## src/rtl/sdet_pkg.sv

```systemverilog
package sdet_pkg;
   parameter int unsigned SDET_PAT_W   = 48;
   parameter int unsigned SDET_SYM_W   = 6;
   parameter int unsigned SDET_NUM_SYM = 63;
   parameter int unsigned SDET_LIM_W   = 3;
   parameter logic [SDET_PAT_W-1:0] SDET_PATTERN = 48'hA5F0_3C96_5AC3;

   function automatic int unsigned sdet_count_w(input int unsigned max_val);
      return $clog2(max_val + 1);
   endfunction
endpackage

```

## src/rtl/sdet_window.sv

```systemverilog
module sdet_window
   import sdet_pkg::*;
#(
   parameter int unsigned PAT_W = SDET_PAT_W,
   parameter logic [PAT_W-1:0] PATTERN = SDET_PATTERN,
   parameter bit SPLIT_POP = 1'b1,
   localparam int unsigned DIST_W = sdet_count_w(PAT_W)
) (
   input  logic              clk,
   input  logic              rst,
   input  logic              bit_en,
   input  logic              bit_in,
   output logic [DIST_W-1:0] dist_next,
   output logic              full_next
);
   logic [PAT_W-1:0]  shreg;
   logic [PAT_W-1:0]  shifted;
   logic [PAT_W-1:0]  diff;
   logic [DIST_W-1:0] fill;

   assign shifted = {shreg[PAT_W-2:0], bit_in};
   assign diff    = shifted ^ PATTERN;

   generate
      if (SPLIT_POP) begin : g_split
         localparam int unsigned HALF = PAT_W / 2;
         logic [DIST_W-1:0] lo_cnt;
         logic [DIST_W-1:0] hi_cnt;
         always_comb begin
            lo_cnt = '0;
            hi_cnt = '0;
            for (int i = 0; i < HALF; i++) lo_cnt += DIST_W'(diff[i]);
            for (int i = HALF; i < PAT_W; i++) hi_cnt += DIST_W'(diff[i]);
         end
         assign dist_next = lo_cnt + hi_cnt;
      end else begin : g_flat
         logic [DIST_W-1:0] all_cnt;
         always_comb begin
            all_cnt = '0;
            for (int i = 0; i < PAT_W; i++) all_cnt += DIST_W'(diff[i]);
         end
         assign dist_next = all_cnt;
      end
   endgenerate

   assign full_next = (fill >= DIST_W'(PAT_W - 1));

   always_ff @(posedge clk) begin
      if (rst) begin
         shreg <= '0;
         fill  <= '0;
      end else if (bit_en) begin
         shreg <= shifted;
         if (fill != DIST_W'(PAT_W)) fill <= fill + 1'b1;
      end
   end


   window_hold_chk: assert property (@(posedge clk) disable iff (rst)
      !bit_en |=> $stable(shreg));


   fill_gate_chk: assert property (@(posedge clk) disable iff (rst)
      (fill < DIST_W'(PAT_W - 1)) |-> !full_next);
endmodule

```

## src/rtl/sdet_capture.sv

```systemverilog
module sdet_capture
   import sdet_pkg::*;
#(
   parameter int unsigned SYM_W   = SDET_SYM_W,
   parameter int unsigned NUM_SYM = SDET_NUM_SYM,
   localparam int unsigned IDX_W  = $clog2(NUM_SYM),
   localparam int unsigned BIT_W  = $clog2(SYM_W),
   localparam int unsigned BUF_W  = SYM_W * NUM_SYM
) (
   input  logic             clk,
   input  logic             rst,
   input  logic             start,
   input  logic             bit_en,
   input  logic             bit_in,
   output logic             active,
   output logic [BUF_W-1:0] buf_data
);
   logic [BIT_W-1:0] bit_idx;
   logic [IDX_W-1:0] sym_idx;
   logic [SYM_W-1:0] acc;
   logic [SYM_W-1:0] sym_val;
   logic             take;
   logic             sym_done;
   logic             last_sym;

   assign take     = active && bit_en;
   assign sym_val  = {acc[SYM_W-2:0], bit_in};
   assign sym_done = take && (bit_idx == BIT_W'(SYM_W - 1));
   assign last_sym = (sym_idx == IDX_W'(NUM_SYM - 1));

   always_ff @(posedge clk) begin
      if (rst) begin
         active  <= 1'b0;
         bit_idx <= '0;
         sym_idx <= '0;
         acc     <= '0;
      end else if (start) begin
         active  <= 1'b1;
         bit_idx <= '0;
         sym_idx <= '0;
         acc     <= '0;
      end else if (take) begin
         acc <= sym_val;
         if (sym_done) begin
            bit_idx <= '0;
            if (last_sym) begin
               active  <= 1'b0;
               sym_idx <= '0;
            end else begin
               sym_idx <= sym_idx + 1'b1;
            end
         end else begin
            bit_idx <= bit_idx + 1'b1;
         end
      end
   end

   generate
      for (genvar g = 0; g < NUM_SYM; g++) begin : g_slot
         always_ff @(posedge clk) begin
            if (rst)
               buf_data[g*SYM_W +: SYM_W] <= '0;
            else if (sym_done && (sym_idx == IDX_W'(g)))
               buf_data[g*SYM_W +: SYM_W] <= sym_val;
         end
      end
   endgenerate


   rearm_chk: assert property (@(posedge clk) disable iff (rst)
      (sym_done && last_sym && !start) |=> !active);


   idle_hold_chk: assert property (@(posedge clk) disable iff (rst)
      (!bit_en && !start) |=> ($stable(bit_idx) && $stable(sym_idx)));
endmodule

```

## src/rtl/sync_tolerant_detect.sv

```systemverilog
module sync_tolerant_detect
   import sdet_pkg::*;
#(
   parameter int unsigned PAT_W   = SDET_PAT_W,
   parameter logic [PAT_W-1:0] PATTERN = SDET_PATTERN,
   parameter int unsigned SYM_W   = SDET_SYM_W,
   parameter int unsigned NUM_SYM = SDET_NUM_SYM,
   parameter int unsigned LIM_W   = SDET_LIM_W,
   parameter bit SPLIT_POP        = 1'b1,
   localparam int unsigned DIST_W = sdet_count_w(PAT_W),
   localparam int unsigned BUF_W  = SYM_W * NUM_SYM
) (
   input  logic             clk,
   input  logic             rst,
   input  logic             bit_en,
   input  logic             bit_in,
   input  logic [LIM_W-1:0] err_limit,
   input  logic             clear_flag,
   input  logic             status_rd,
   output logic             found,
   output logic [LIM_W-1:0] err_count,
   output logic             sync_evt,
   output logic [BUF_W-1:0] sym_buf
);
   generate
      if (PAT_W < (1 << LIM_W)) begin : g_bad_pat
         $error("pattern must be wider than the largest error limit");
      end
      if (SYM_W < 2) begin : g_bad_sym
         $error("symbols need at least two bits");
      end
      if (NUM_SYM < 2) begin : g_bad_num
         $error("frame needs at least two symbols");
      end
   endgenerate

   logic [DIST_W-1:0] dist_next;
   logic              full_next;
   logic              cap_active;
   logic              match;

   sdet_window #(
      .PAT_W    (PAT_W),
      .PATTERN  (PATTERN),
      .SPLIT_POP(SPLIT_POP)
   ) u_window (
      .clk      (clk),
      .rst      (rst),
      .bit_en   (bit_en),
      .bit_in   (bit_in),
      .dist_next(dist_next),
      .full_next(full_next)
   );

   assign match = bit_en && !cap_active && full_next &&
                  (dist_next <= DIST_W'(err_limit));

   sdet_capture #(
      .SYM_W  (SYM_W),
      .NUM_SYM(NUM_SYM)
   ) u_capture (
      .clk     (clk),
      .rst     (rst),
      .start   (match),
      .bit_en  (bit_en),
      .bit_in  (bit_in),
      .active  (cap_active),
      .buf_data(sym_buf)
   );

   always_ff @(posedge clk) begin
      if (rst) begin
         found     <= 1'b0;
         err_count <= '0;
         sync_evt  <= 1'b0;
      end else begin
         sync_evt <= match;
         if (match) begin
            found     <= 1'b1;
            err_count <= dist_next[LIM_W-1:0];
         end else if (clear_flag || status_rd) begin
            found <= 1'b0;
         end
      end
   end


   evt_pulse_chk: assert property (@(posedge clk) disable iff (rst)
      sync_evt |=> !sync_evt);


   evt_flag_chk: assert property (@(posedge clk) disable iff (rst)
      sync_evt |-> found);


   count_lim_chk: assert property (@(posedge clk) disable iff (rst)
      sync_evt |-> (err_count <= $past(err_limit)));


   no_hunt_chk: assert property (@(posedge clk) disable iff (rst)
      (cap_active && $past(cap_active)) |-> !sync_evt);


   clear_chk: assert property (@(posedge clk) disable iff (rst)
      ((clear_flag || status_rd) && !match) |=> !found);
endmodule

```

## config.mk

```make
export PLATFORM = sky130hd
export DESIGN_NAME = sync_tolerant_detect
export DESIGN_NICKNAME = d
export VERILOG_FILES = /design/src/rtl/sdet_pkg.sv /design/src/rtl/sdet_window.sv /design/src/rtl/sdet_capture.sv /design/src/rtl/sync_tolerant_detect.sv
export SDC_FILE = /design/constraint.sdc
export NUM_CORES = 1
export LEC_CHECK = 0
export ABC_CLOCK_PERIOD_IN_PS = 7500
export CORE_UTILIZATION = 60
export DETAILED_ROUTE_END_ITERATION = 8
export DONT_BUFFER_PORTS = 1
export GPL_ROUTABILITY_DRIVEN = 0
export PLACE_DENSITY = 0.76
export REMOVE_ABC_BUFFERS = 1
export SLEW_MARGIN = 20
export SYNTH_ARGS = -nofsm -noshare
export SYNTH_HDL_FRONTEND = slang
export SYNTH_SLANG_ARGS = --single-unit
```

## constraint.sdc

```tcl
create_clock -name clk -period 7.5 [get_ports clk]
set_input_delay 0.375 -clock clk [delete_from_list [all_inputs] [get_ports clk]]
set_output_delay 0.375 -clock clk [all_outputs]
set_load 0.1 [all_outputs]
```

[Word level (Yosys, flattened, before mapping)]
Cells that the tools add are included.
Word-level totals
  register bits after elaboration: 451
  input port bits: 9
  output and inout bits: 383
  logic and storage cells: 276
Cells by class
  add/sub/neg operators: 50
  $lt $le $gt $ge: 2
  equal/unequal tests: 64
  multiplexer cells: 8
  bitwise gates (word level): 1
  reduce and logical (&&, ||, !) cells: 79
Operators by type and width (count)
  $add 6x1->6: 43
  $eq 6x6->1 const B: 31
  $eq 6x5->1 const B: 16
  $logic_and 1x1->1: 68
  $eq 6x4->1 const B: 8
  $eq 6x3->1 const B: 4
  $not 24->24: 1
  $add 6x1->6 const B: 2
  $eq 6x2->1 const B: 2
  $reduce_bool 2->1: 4
  $add 6x6->6: 1
  $eq 6x1->1 const B: 1
  $ge 6x6->1 const B: 1
  $le 6x3->1: 1
  $logic_not 6->1: 1
  $mux 1: 6
  $mux 6: 1
  $ne 6x6->1 const B: 1
  $add 1x1->2: 2
  $reduce_and 2->1: 2
  $add 2x1->3: 1
  $add 3x1->3 const B: 1
  $eq 3x3->1 const B: 1
  $mux 3: 1
  other kinds (4): 4

[Logic depth before layout (Yosys ltp)]
  depth after elaboration: 29
  mapped depth: 21
  depth with buffers taken out: 20

[Hierarchy]
From an unflattened synthesis, not the netlist that was laid out.
Unflattened totals
  cells, all modules: 1788
  area, all modules: 19407.4 um^2
Modules (own cells, without submodules)
  sdet_capture: times used 1, cells an instance 1429, area an instance 15846.4 um^2, seq. area each 7867.5 um^2
  sdet_window: times used 1, cells an instance 327, area an instance 3266.9 um^2, seq. area each 1061.0 um^2
  sync_tolerant_detect: times used 1, cells an instance 32, area an instance 294.0 um^2, seq. area each 100.1 um^2

[Least setup slack after synthesis]
Ideal clock, no wire load.
  path kind: input to register
  start point: in bit_in
  end point: reg u_capture.acc[2]
  library setup time: 0.132 ns
  arrival: 6.556 ns
  data required time: 7.368 ns
  path slack: 0.813 ns
  stages on the path: 19
  path buffers: 1
  cell sequence: fa_1 fa_1 fa_1 fa_1 inv_1 fa_1 fa_1 fa_1 fa_1 fa_1 inv_1 fa_1 nand2b_1 a21oi_1 xor2_1 or4_4 a211oi_4 buf_6 nor3_1
On the way
  longest elaborated chain between the ends: 28
Ends and longest elaborated chain
  from (decl): RTL line sync_tolerant_detect.sv:16  | input logic bit_in,
  $not 24->24 (no source line)
  $add 1x1->2: RTL line sdet_window.sv:32  | for (int i = 0; i < HALF; i++) lo_cnt += DIST_W'(diff[i]);
  $add 2x1->3: RTL line sdet_window.sv:32
  $add 6x1->6 (21 in a row): RTL line sdet_window.sv:32
  $add 6x6->6: RTL line sdet_window.sv:35  | assign dist_next = lo_cnt + hi_cnt;
  $le 6x3->1: RTL line sync_tolerant_detect.sv:56  | (dist_next <= DIST_W'(err_limit));
  $logic_and 1x1->1: RTL line sync_tolerant_detect.sv:55  | assign match = bit_en && !cap_active && full_next &&
  $reduce_or 2->1 (no source line)
  to (signal assigned): RTL line sdet_capture.sv:43  | acc <= sym_val;
  to (decl): RTL line sdet_capture.sv:20  | logic [SYM_W-1:0] acc;
Every way passes these cells.
A chain may end at the register's enable or synchronous reset.

[Worst setup path after layout]
  start point: reg u_window.shreg[1]
  end point: reg err_count[0]
On the way
  longest elaborated chain between the ends: 25
Ends and longest elaborated chain
  from (decl): RTL line sdet_window.sv:16  | logic [PAT_W-1:0] shreg;
  from (signal assigned): RTL line sdet_window.sv:53  | shreg <= shifted;
  $add 2x1->3 *: RTL line sdet_window.sv:32
  $add 6x1->6 * (21 in a row): RTL line sdet_window.sv:32
  $add 6x6->6 *: RTL line sdet_window.sv:35
  $le 6x3->1: RTL line sync_tolerant_detect.sv:56
  $logic_and 1x1->1: RTL line sync_tolerant_detect.sv:55
  to (signal assigned): RTL line sync_tolerant_detect.sv:80  | err_count <= dist_next[LIM_W-1:0];
  to (decl): RTL line sync_tolerant_detect.sv:21  | output logic [LIM_W-1:0] err_count,
Every way passes the cells marked *; elsewhere a longest branch is shown, timed or not.

==> metrics.md <==
| Metric | Value |
|---|---|
| Status | `finished clean` |
| Die Area | `0.0307 mm^2` |
| Clock power share | `0.449` |
| Placeable core area | `0.0296 mm^2` |
| R2R cell count | `20` |
| Iter 0 DRT Violations | `1743` |
| Cts repair resizes | `0` |
| Area contributors post-synth | `dfxtp_1 (50%), a21oi_1 (11%), o21ai_0 (11%)` |
| Worst setup SP type | `flip-flop` |
| Power Density | `257 mW/mm^2` |
| Leak | `6.55 nW` |
| Hold path startpoint | `bit_en` |
| Placed cell count | `2412` |
| Die X | `175 um` |
| Share of post-route cells with drive strength above 1 | `0.0455` |
| Clock Tree Root | `clkbuf_16` |
| Seq/Total Area, Yosys | `0.502` |
| Setup bufs post-CTS | `0` |
| Crit path DAT | `7.45 ns` |
| Clk_skew | `0.0242 ns` |
| Kind of critical path | `reg2reg` |
| Mapped Area | `0.0180 mm^2` |
| RSZ-0062 raised after global routing | `false` |
| Vias in the first global route | `14300` |
| Most numerous cell in the Yosys netlist | `dfxtp_1` |
| Crit path required time | `7.95 ns` |
| Largest net degree at the start of global routing | `280` |
| Post-Route Setup TNS | `0 ns` |
| Yosys top cell by area | `dfxtp_1` |
| Synthesized area per cell | `8.19 um^2` |
| Post-synth EDFFs | `0` |
| All-Layer GR Usage | `0.333` |
| Net Sw Frac | `0.230` |
| Fin. Hold Viols | `0` |
| HP Class | `in2reg` |
| Tightest Pin Transition | `1.19 ns` |
| Seq cells post-synth | `451` |
| Starting Density | `0.608` |
| Total congestion overflow | `0` |
| MaxCap Viol Count | `0` |
| Internal power | `3.86 mW` |
| Sequential share of power | `0.478` |
| Top-area cell type share of the netlist area | `0.502` |
| Rel. slew slack | `0.205` |
| Max FO, Critical Path | `16` |
| Synth unique cells | `39` |
| F_max | `143 MHz` |
| Htree depth | `2` |
| DP HPWL | `31400 um` |
| Post-synth ARST share | `0` |
| Dominant synthesized flop cell | `dfxtp_1` |
| Post-route antenna net violation count | `0` |
| Vert. Die Dim | `175 um` |
| Synth-to-Final Area Change | `8.50%` |
| Peak VDD IR | `0.200 mV` |
| Routed WL per cell | `21.2 um` |
| Port Buffer Count | `0` |
| # IOs | `392` |
| Number of inserted diodes | `0` |
| Vias/cell | `6.17` |
| Initial antenna violation count | `1` |
| Combinational share of power | `0.073` |
| Worst-path clk slew | `0.06 ns` |
| Hold path depth | `2` |
| CTS tree | `built` |
| CP endpoint kind | `flip-flop` |
| Synth Warn # | `0` |
| Drt pass-1 iters | `7` |
| Final cycle utilization of the critical path | `0.933` |
| CTS buffer count | `46` |
| Routed WL | `52900 um` |
| Fin nets | `2151` |
| Row count | `63` |
| Later-pin clock latency in the skew report | `0.55 ns` |
| Sink Count | `451` |
| Fin cells | `2500` |
| Final Max Slew Viols | `0` |
| Final setup viols | `0` |
| DRC | `0` |
| Syn Inst Count | `2196` |
| Switching power total | `1.15 mW` |
| Routed vias | `15427` |
| Min Tclk post-route | `7.00 ns` |
| Max clock buf depth | `3` |
| First-pass GRT wire length | `81200 um` |
| CP Launch Point | `u_window.shreg[1]` |
| Reg2reg start | `u_window.shreg[1]` |
| List of most frequent post-synthesis cells | `dfxtp_1 (451), nand2_1 (396), a21oi_1 (388)` |
## power by group through the flow
stage / logic [mW] / clock network (mW) / registers (mW)
floorplan: 0.254 / 0 / 2.45
finish: 0.367 / 2.25 / 2.40
CTS: 0.365 / 2.27 / 2.40
global placement: 0.288 / 0 / 2.45
detailed placement: 0.309 / 0 / 2.45
global route: 0.416 / 2.38 / 2.40
## what timing repair did
action                                 4_1_cts  5_1_grt
hold buffers                                 7        1
setup endpoints to repair                    0        0
endpoints found under the hold margin      295        1
## cell families after synthesis
logic type,share of synthesized area
muxes,0.0301
DFF,0.502
buffers and inverters,0.0552
and+or+nand+nor,0.126
AOI/OAI and AO/OA,0.221
adders and majority gates,0.0608
xor gates and xnor gates,0.00487
## path summary, 6_finish.rpt
| path | to | slack (ns) |
|---|---|---|
| max | err_count[0] | 0.50 |
| min | u_window.shreg[19] | 0.03 |
| min reg2reg | u_capture.buf_data[268] | 0.52 |
| max reg2reg | err_count[0] | 0.50 |
## routing by layer
layer / GRT usage / part of all wire
met3: 0.0875 / 0.097
met1: 0.404 / 0.38
met4: 0.182 / 0.054
met2: 0.540 / 0.47
met5: 0 / 0
## cells in the final DEF, fill, tap and decap left out, drive strengths merged, types with 2 or more instances in the layout
master       count
a211oi           2
a21o             3
a21oi          388
a31oi            2
and3             3
buf             17
bufinv           2
clkbuf          68
clkinv           6
clkinvlp         2
dfxtp          451
dlygate4sd3      4
fa              39
ha              25
inv             76
mux2i           54
nand2          396
nand2b           7
nand3            6
nand3b           2
nand4            6
nor2           129
nor2b            3
nor3            13
nor4             3
o211ai           2
o21ai          381
or4              2
xnor2            3
xor2             7
## worst max-delay path, cell delays in order (launching register included)
cell and delay [ns]:
dfxtp_1 0.37, inv_1 0.08, fa_1 0.48, fa_1 0.57
fa_1 0.46, fa_1 0.52, inv_1 0.06, fa_1 0.53
fa_1 0.44, fa_1 0.49, fa_1 0.54, fa_1 0.20
inv_1 0.06, fa_1 0.39, nand2b_1 0.17, a21oi_1 0.23
xor2_1 0.10, or4_4 0.56, a211oi_4 0.21, buf_4 0.25
mux2i_1 0.21
## state kept, by name, summed over array words and instances (netlist names)
name                count
u_capture.acc           5
u_window.fill           6
u_capture.bit_idx       3
found                   1
err_count               3
u_capture.buf_data    378
u_window.shreg         47
sync_evt                1
u_capture.active        1
u_capture.sym_idx       6
## per-stage QoR
step	util	cell area [um^2]	hold WS [ns]	setup WS, ns	total power, mW
after CTS	0.659	19500	0.000482	0.496	5.04
final	0.660	19500	0.0272	0.502	5.02
after detailed placement	0.604	17900	0.496	0.530	2.76
after global placement	0.604	17900	0.492	0.683	2.74
after floorplan	-	17300	0.444	0.726	2.71
after global routing	0.660	19500	0.00419	0.192	5.19
## final cells by class
type,count,area [um^2]
Inverter,74,278
Clock inverter,12,123
Fill cell,2387,10100
Multi-Input combinational cell,1484,7970
Tap cell,390,488
Timing Repair Buffer,21,248
Clock buffer,68,1370
Sequential cell,451,9030
No activity file was read; power rests on OpenSTA's default activity.
